`config.mk`:
```
export PLATFORM = sky130hd
export DESIGN_NAME = snap_frame_ctrl
export DESIGN_NICKNAME = d
export VERILOG_FILES = /design/src/rtl/snapfc_pkg.sv /design/src/rtl/snapfc_btn_qual.sv /design/src/rtl/snapfc_regs.sv /design/src/rtl/snapfc_seq.sv /design/src/rtl/snap_frame_ctrl.sv
export SDC_FILE = /design/constraint.sdc
export NUM_CORES = 1
export LEC_CHECK = 0
export ABC_AREA = 1
export CAP_MARGIN = 10
export CORE_MARGIN = 2
export CORE_UTILIZATION = 47
export CTS_BUF_LIST = sky130_fd_sc_hd__clkbuf_16
export CTS_CLUSTER_DIAMETER = 30
export CTS_CLUSTER_SIZE = 8
export DETAILED_ROUTE_END_ITERATION = 8
export GPL_ROUTABILITY_DRIVEN = 0
export PLACE_DENSITY = 0.72
export SETUP_SLACK_MARGIN = 0.15
export SYNTH_ARGS = -nofsm -noshare
export SYNTH_HDL_FRONTEND = slang
export SYNTH_SLANG_ARGS = --single-unit
```
`constraint.sdc`:
```
create_clock -name clk -period 1.22 [get_ports clk]
set_input_delay 0.183 -clock clk [delete_from_list [all_inputs] [get_ports clk]]
set_output_delay 0.183 -clock clk [all_outputs]
set_load 0.05 [all_outputs]
```
`src/rtl/snapfc_pkg.sv`:
```
package snapfc_pkg;
  localparam int TYPE_W     = 5;
  localparam int VID_W      = 3;
  localparam int STILL_W    = TYPE_W - VID_W;
  localparam int REG_AW     = 2;
  localparam int REG_DW     = 8;
  localparam int VID_MAX    = 5;

  localparam logic [REG_AW-1:0] ADDR_TYPE = 2'd0;
  localparam logic [REG_AW-1:0] ADDR_CTRL = 2'd1;

  localparam int CTL_SCHEME = 0;
  localparam int CTL_STAT   = 1;
  localparam int CTL_WCHK   = 2;
  localparam int CTL_SWSNAP = 3;

  typedef struct packed {
    logic [TYPE_W-1:0] img;
    logic              scheme;
    logic              wchk;
  } cfg_t;
endpackage

```
`src/rtl/snapfc_btn_qual.sv`:
```
module snapfc_btn_qual #(
  parameter int HOLD_CYCLES = 124800
) (
  input  logic clk,
  input  logic rst,
  input  logic btn_n,
  input  logic chk_en,
  output logic press
);
  localparam int CNT_W = $clog2(HOLD_CYCLES + 1);
  localparam logic [CNT_W-1:0] HOLD_LAST = CNT_W'(HOLD_CYCLES - 1);
  localparam logic [CNT_W-1:0] HOLD_TOP  = CNT_W'(HOLD_CYCLES);

  logic [1:0]       sync_q;
  logic             prev_q;
  logic [CNT_W-1:0] low_cnt;
  logic             lvl_low;
  logic             fall;
  logic             held;

  always_ff @(posedge clk) begin
    if (rst) begin
      sync_q  <= 2'b11;
      prev_q  <= 1'b1;
      low_cnt <= '0;
    end else begin
      sync_q <= {sync_q[0], btn_n};
      prev_q <= sync_q[1];
      if (sync_q[1])
        low_cnt <= '0;
      else if (low_cnt != HOLD_TOP)
        low_cnt <= low_cnt + 1'b1;
    end
  end

  assign lvl_low = ~sync_q[1];
  assign fall    = prev_q & lvl_low;
  assign held    = lvl_low && (low_cnt == HOLD_LAST);
  assign press   = chk_en ? held : fall;


  one_press_per_edge_chk: assert property (@(posedge clk) disable iff (rst)
    (press && !chk_en) |=> !(press && !chk_en));
endmodule

```
`src/rtl/snapfc_regs.sv`:
```
module snapfc_regs
  import snapfc_pkg::*;
(
  input  logic              clk,
  input  logic              rst,
  input  logic              wr_en,
  input  logic              rd_en,
  input  logic [REG_AW-1:0] addr,
  input  logic [REG_DW-1:0] wdata,
  input  logic              hw_press,
  output cfg_t              cfg,
  output logic              sw_req,
  output logic [REG_DW-1:0] rdata
);
  cfg_t cfg_q;
  logic stat_q;
  logic sel_type;
  logic sel_ctrl;
  logic unused_bits;

  assign sel_type    = (addr == ADDR_TYPE);
  assign sel_ctrl    = (addr == ADDR_CTRL);
  assign sw_req      = wr_en && sel_ctrl && wdata[CTL_SWSNAP];
  assign unused_bits = ^{wdata[REG_DW-1:TYPE_W], wdata[CTL_STAT]};

  always_ff @(posedge clk) begin
    if (rst) begin
      cfg_q  <= '0;
      stat_q <= 1'b0;
      rdata  <= '0;
    end else begin
      if (wr_en && sel_type)
        cfg_q.img <= wdata[TYPE_W-1:0];
      if (wr_en && sel_ctrl) begin
        cfg_q.scheme <= wdata[CTL_SCHEME];
        cfg_q.wchk   <= wdata[CTL_WCHK];
      end
      if (hw_press)
        stat_q <= 1'b1;
      else if (rd_en && sel_ctrl)
        stat_q <= 1'b0;
      if (rd_en) begin
        rdata <= '0;
        if (sel_type)
          rdata[TYPE_W-1:0] <= cfg_q.img;
        else if (sel_ctrl) begin
          rdata[CTL_SCHEME] <= cfg_q.scheme;
          rdata[CTL_STAT]   <= stat_q;
          rdata[CTL_WCHK]   <= cfg_q.wchk;
        end
      end
    end
  end

  assign cfg = cfg_q;


  stat_clear_chk: assert property (@(posedge clk) disable iff (rst)
    (rd_en && sel_ctrl && !hw_press) |=> !stat_q);


  stat_set_chk: assert property (@(posedge clk) disable iff (rst)
    hw_press |=> stat_q);
endmodule

```
`src/rtl/snapfc_seq.sv`:
```
module snapfc_seq
  import snapfc_pkg::*;
(
  input  logic              clk,
  input  logic              rst,
  input  logic              frame_start,
  input  logic              req,
  input  cfg_t              cfg,
  output logic [TYPE_W-1:0] frame_type,
  output logic              frame_snap,
  output logic              frame_scheme
);
  logic [STILL_W-1:0] still_code;
  logic [VID_W-1:0]   vid_code;
  logic [VID_W-1:0]   vid_fix;
  logic               still_bad;
  logic               req_ok;
  logic               fire;
  logic               pend_q;

  assign still_code = cfg.img[TYPE_W-1:VID_W];
  assign vid_code   = cfg.img[VID_W-1:0];
  assign vid_fix    = (vid_code > VID_W'(VID_MAX)) ? '0 : vid_code;
  assign still_bad  = cfg.scheme && !still_code[0];
  assign req_ok     = req && !still_bad;
  assign fire       = pend_q && !still_bad;

  always_ff @(posedge clk) begin
    if (rst) begin
      pend_q       <= 1'b0;
      frame_type   <= '0;
      frame_snap   <= 1'b0;
      frame_scheme <= 1'b0;
    end else if (frame_start) begin
      frame_scheme <= cfg.scheme;
      frame_snap   <= fire;
      pend_q       <= req_ok && !pend_q;
      if (!cfg.scheme)
        frame_type <= cfg.img;
      else if (fire)
        frame_type <= {still_code, {VID_W{1'b0}}};
      else
        frame_type <= {{STILL_W{1'b0}}, vid_fix};
    end else begin
      pend_q <= pend_q || (req_ok && !frame_snap);
    end
  end


  frame_hold_chk: assert property (@(posedge clk) disable iff (rst)
    !frame_start |=> ($stable(frame_type) && $stable(frame_snap) && $stable(frame_scheme)));


  still_type_chk: assert property (@(posedge clk) disable iff (rst)
    (frame_snap && frame_scheme) |-> (frame_type[VID_W-1:0] == '0 && frame_type[VID_W]));


  video_type_chk: assert property (@(posedge clk) disable iff (rst)
    (!frame_snap && frame_scheme) |-> (frame_type[TYPE_W-1:VID_W] == '0 && frame_type[VID_W-1:0] <= VID_W'(VID_MAX)));


  no_back_to_back_chk: assert property (@(posedge clk) disable iff (rst)
    (frame_start && frame_snap) |=> !frame_snap);
endmodule

```
`src/rtl/snap_frame_ctrl.sv`:
```
module snap_frame_ctrl
  import snapfc_pkg::*;
#(
  parameter int HOLD_CYCLES = 124800
) (
  input  logic              clk,
  input  logic              rst,
  input  logic              snap_btn_n,
  input  logic              reg_wr_en,
  input  logic              reg_rd_en,
  input  logic [REG_AW-1:0] reg_addr,
  input  logic [REG_DW-1:0] reg_wdata,
  output logic [REG_DW-1:0] reg_rdata,
  input  logic              frame_start,
  output logic [TYPE_W-1:0] frame_type,
  output logic              frame_snap,
  output logic              frame_scheme
);
  cfg_t cfg;
  logic hw_press;
  logic sw_req;

  snapfc_btn_qual #(.HOLD_CYCLES(HOLD_CYCLES)) u_qual (
    .clk    (clk),
    .rst    (rst),
    .btn_n  (snap_btn_n),
    .chk_en (cfg.wchk),
    .press  (hw_press)
  );

  snapfc_regs u_regs (
    .clk      (clk),
    .rst      (rst),
    .wr_en    (reg_wr_en),
    .rd_en    (reg_rd_en),
    .addr     (reg_addr),
    .wdata    (reg_wdata),
    .hw_press (hw_press),
    .cfg      (cfg),
    .sw_req   (sw_req),
    .rdata    (reg_rdata)
  );

  snapfc_seq u_seq (
    .clk          (clk),
    .rst          (rst),
    .frame_start  (frame_start),
    .req          (hw_press | sw_req),
    .cfg          (cfg),
    .frame_type   (frame_type),
    .frame_snap   (frame_snap),
    .frame_scheme (frame_scheme)
  );
endmodule

```
==> metrics.md <==
| Metric | Value |
|---|---|
| Status | `finished with violations` |
| Failing checks | `negative setup slack` |
| Post-Synthesis Cells | `243` |
| Worst-path clk slew | `60 ps` |
| Kind of critical path | `reg -> reg` |
| Setup violators final | `9` |
| Max stage delay on crit path | `370 ps` |
| Worst hold margin | `421 ps` |
| Root Buffer | `clkbuf_16` |
| Final wirelength | `4.84 mm` |
| Vias in the first global route | `1792` |
| Via density per instance | `4.92` |
| Fin area | `2850 µm²` |
| Layout cells sized above 1 | `38.5%` |
| CP Launch Type | `flip-flop` |
| Final hold violation count | `0` |
| Die footprint | `4410 µm²` |
| IO Count | `31` |
| Post-DRT Antenna Nets | `0` |
| TritonCTS Buffers | `5` |
| Wire per inst | `13.5 µm` |
| Final WS setup | `-115 ps` |
| Power density over the cells | `1110 nW/µm²` |
| Main combinational cell family by area after synthesis | `simple AND/OR/NAND/NOR gates` |
| Initial drt markers | `63` |
| Worst path most repeated cell | `buf_4` |
| Site Rows | `22` |
| Internal power | `2.43 mW` |
| Worst Path Buf+Inv | `3` |
| Clk buf depth | `2` |
| Clk Latency, worst-skew pair | `280 ps` |
| Post-synthesis cell type count | `35` |
| Combinational power share | `12.2%` |
| Synth Area in Simple Gates | `26.1%` |
| CTS tree | `built` |
| Synth Area in Compound Gates | `16.1%` |
| Clock network power share | `43.4%` |
| Initial antenna violation count | `0` |
| Fill count | `259` |
| Maxcap violations | `0` |
| Cells after DPL | `340` |
| Ant. Diodes | `0` |
| Vias | `1772` |
| Fmax | `749 MHz` |
| VDD IR max | `0.00120 V` |
| Core Area | `3720 µm²` |
| Setup Total Neg Slack | `-569 ps` |
| Starting Density | `49.3%` |
| Tcrit/Tclk final | `109%` |
| Global routing usage on met1 | `27.0%` |
| Worst Path Max Fanout | `4` |
| Area share of the largest cell type after synthesis | `44.8%` |
| Post-DP HPWL | `3.23 mm` |
| CP delay by family, top | `flip-flops` |
| Cell area after synthesis | `1830 µm²` |
| Post-DP Area | `2470 µm²` |
| Gr busiest metal | `met2` |
| Min-Delay Path Class | `in -> reg` |
| Worst-path cell chain | `buf_4, nand3_2, nor2_4, buf_4, buf_4, nand3_1, o21ai_1, a21oi_1` |
| Synth Area in XOR/XNOR | `2.39%` |
| Static Leak | `1.25 nW` |
| Net Switching | `0.745 mW` |
| Multiplexer area fraction after synthesis | `0%` |
| First-pass GRT wire length | `7.47 mm` |
| Arr. time, crit path | `1500 ps` |
| Die W | `66.4 µm` |
| Crit. End Element | `flip-flop` |
| Clock tree skew after final layout | `3.39 ps` |
| Sequential cell area | `836 µm²` |
| Clock sinks | `41` |
| RSZ-0062 raised after global routing | `true` |
| H-tree levels | `2` |
| Die H | `66.4 µm` |
| Gr ovfl total | `0` |
| Post-Syn Area per Cell | `7.53 µm²` |
| Met2 Usage GRT | `39.0%` |
| Finished Core Util | `76.6%` |
| Synth Warn # | `0` |
| Register area share after synthesis | `44.8%` |
| Total GRT Usage | `22.4%` |
| Nets@finish | `329` |
| Area delta synth->final | `55.6%` |
| Layout Cells excl Fill | `360` |
| Cell with the largest stage delay on the worst path | `dfxtp_4` |
| Post-Synth Adder-Cell Area | `1.37%` |
| DRT Pass-1 Iters | `4` |
| Seq pwr share | `44.3%` |
| Slew Limit Fails | `0` |
| Cell taking the most area after synthesis | `dfxtp_1` |
| I/O Buffers | `24` |
| Largest net degree at the start of global routing | `14` |
| Combined area of the multi-input logic cells | `973 µm²` |
| Pre-CTS setup slack | `-212 ps` |
| Min cycle time layout | `1340 ps` |
| GR Util met3 | `4.26%` |
| Yosys reg bits | `41` |
| Sw Ratio | `23.5%` |
| Overall power | `3.17 mW` |
| Number of remaining DRC errors | `0` |
| Worst EP required | `1380 ps` |
| Synth area leaders | `dfxtp_1 45%, nor2_1 7.4%, nand2_1 7.0%, inv_1 5.9%, a21oi_1 5.5%` |
==> area by class of cell <==
| type | instances | area share [%] |
|---|---|---|
| clock buffer | 6 | 5.27 |
| clock inverter | 2 | 0.351 |
| inverter | 35 | 4.70 |
| multi-input combinational | 163 | 34.2 |
| sequential | 41 | 29.3 |
| tap | 48 | 2.11 |
| timing repair buffer | 65 | 24.0 |
==> cells by family after synthesis <==
logic type               count (synthesis)
other                                    1
AND/OR/NAND/NOR                         99
adder cells (fa/ha/maj)                  2
buffers and inverters                   41
XOR/XNOR                                 5
AO/OA/AOI/OAI                           54
flip-flops                              41
==> metal layers <==
metal  wire length [µm]  share of wire [%]
met2               2380                 49
met1               2200                 46
met4                 61                1.3
met3                193                4.0
met5                  0                  0
==> cell usage in the layout, fill, tap and decap left out, drive strengths merged, types with 2 or more instances in the layout <==
cell,n
o21ai,24
a21oi,21
clkbuf,6
conb,3
nand3,9
xor2,4
dfxtp,41
o211ai,3
nor3,3
clkdlybuf4s50,10
ha,2
inv,36
or2,3
a31oi,3
buf,53
nor2,42
nand2,39
==> power groups by stage <==
stage	Combinational (mW)	Clock [mW]	Sequential (mW)
floorplan	0.125	0	1.48
global placement	0.350	0	1.43
detailed placement	0.356	0	1.43
CTS	0.364	1.40	1.40
global route	0.415	1.45	1.41
finish	0.388	1.38	1.41
==> path summary, 6_finish.rpt <==
path	startpoint	to	slack, ps	cells past startpoint
max reg2reg	u_qual.low_cnt[1]$_SDFFE_PP0P_	u_qual.low_cnt[7]$_SDFFE_PP0P_	-120	8
min reg2reg	u_qual.sync_q[0]$_SDFF_PP1_	u_qual.sync_q[1]$_SDFF_PP1_	450	1
min	reg_addr[0]	u_regs.stat_q$_SDFFE_PP0P_	420	4
max	u_qual.low_cnt[1]$_SDFFE_PP0P_	u_qual.low_cnt[7]$_SDFFE_PP0P_	-120	8
==> cell usage after synthesis <==
master	count
nand2_2	3
xor2_1	4
buf_1	1
or2_2	2
nor2_2	3
xnor2_1	1
buf_4	3
nand4_1	1
nand3_2	2
inv_2	6
and3_1	1
a21oi_1	20
o21a_1	1
o21ai_0	16
nor3_1	2
o211ai_1	3
or2_1	1
a221oi_1	1
nor3_2	1
nor2_8	1
o21ai_1	8
a31oi_1	3
a21oi_2	1
clkbuf_1	2
nor2_4	2
nand2_4	2
dfxtp_1	41
nor4_1	1
nor2_1	36
nand2_1	34
ha_1	2
inv_1	29
nand3_1	7
conb_1	1
a211oi_1	1
==> worst register-to-register path, delay by kind of cell, from the launching register on <==
family / cells / cell delay, ps
AO/OA/AOI/OAI: 2 / 210
buffers and inverters: 3 / 330
flip-flops: 1 / 370
AND/OR/NAND/NOR: 3 / 320
==> flip-flops by register name, summed over array words and instances (netlist names) <==
signal / cells
u_regs.rdata: 5
u_regs.stat_q: 1
u_seq.frame_scheme: 1
u_seq.frame_type: 5
u_qual.prev_q: 1
u_qual.low_cnt: 17
u_qual.sync_q: 2
u_seq.frame_snap: 1
u_seq.pend_q: 1
u_regs.cfg: 7
==> repair_timing <==
item | in CTS | in global routing
resized for setup | 21 | 29
setup buffers | 3 | 9
pin swaps | 11 | 12
setup endpoints to repair | 30 | 34
hold buffers | 0 | 0
(Power assumes the default switching activity.)
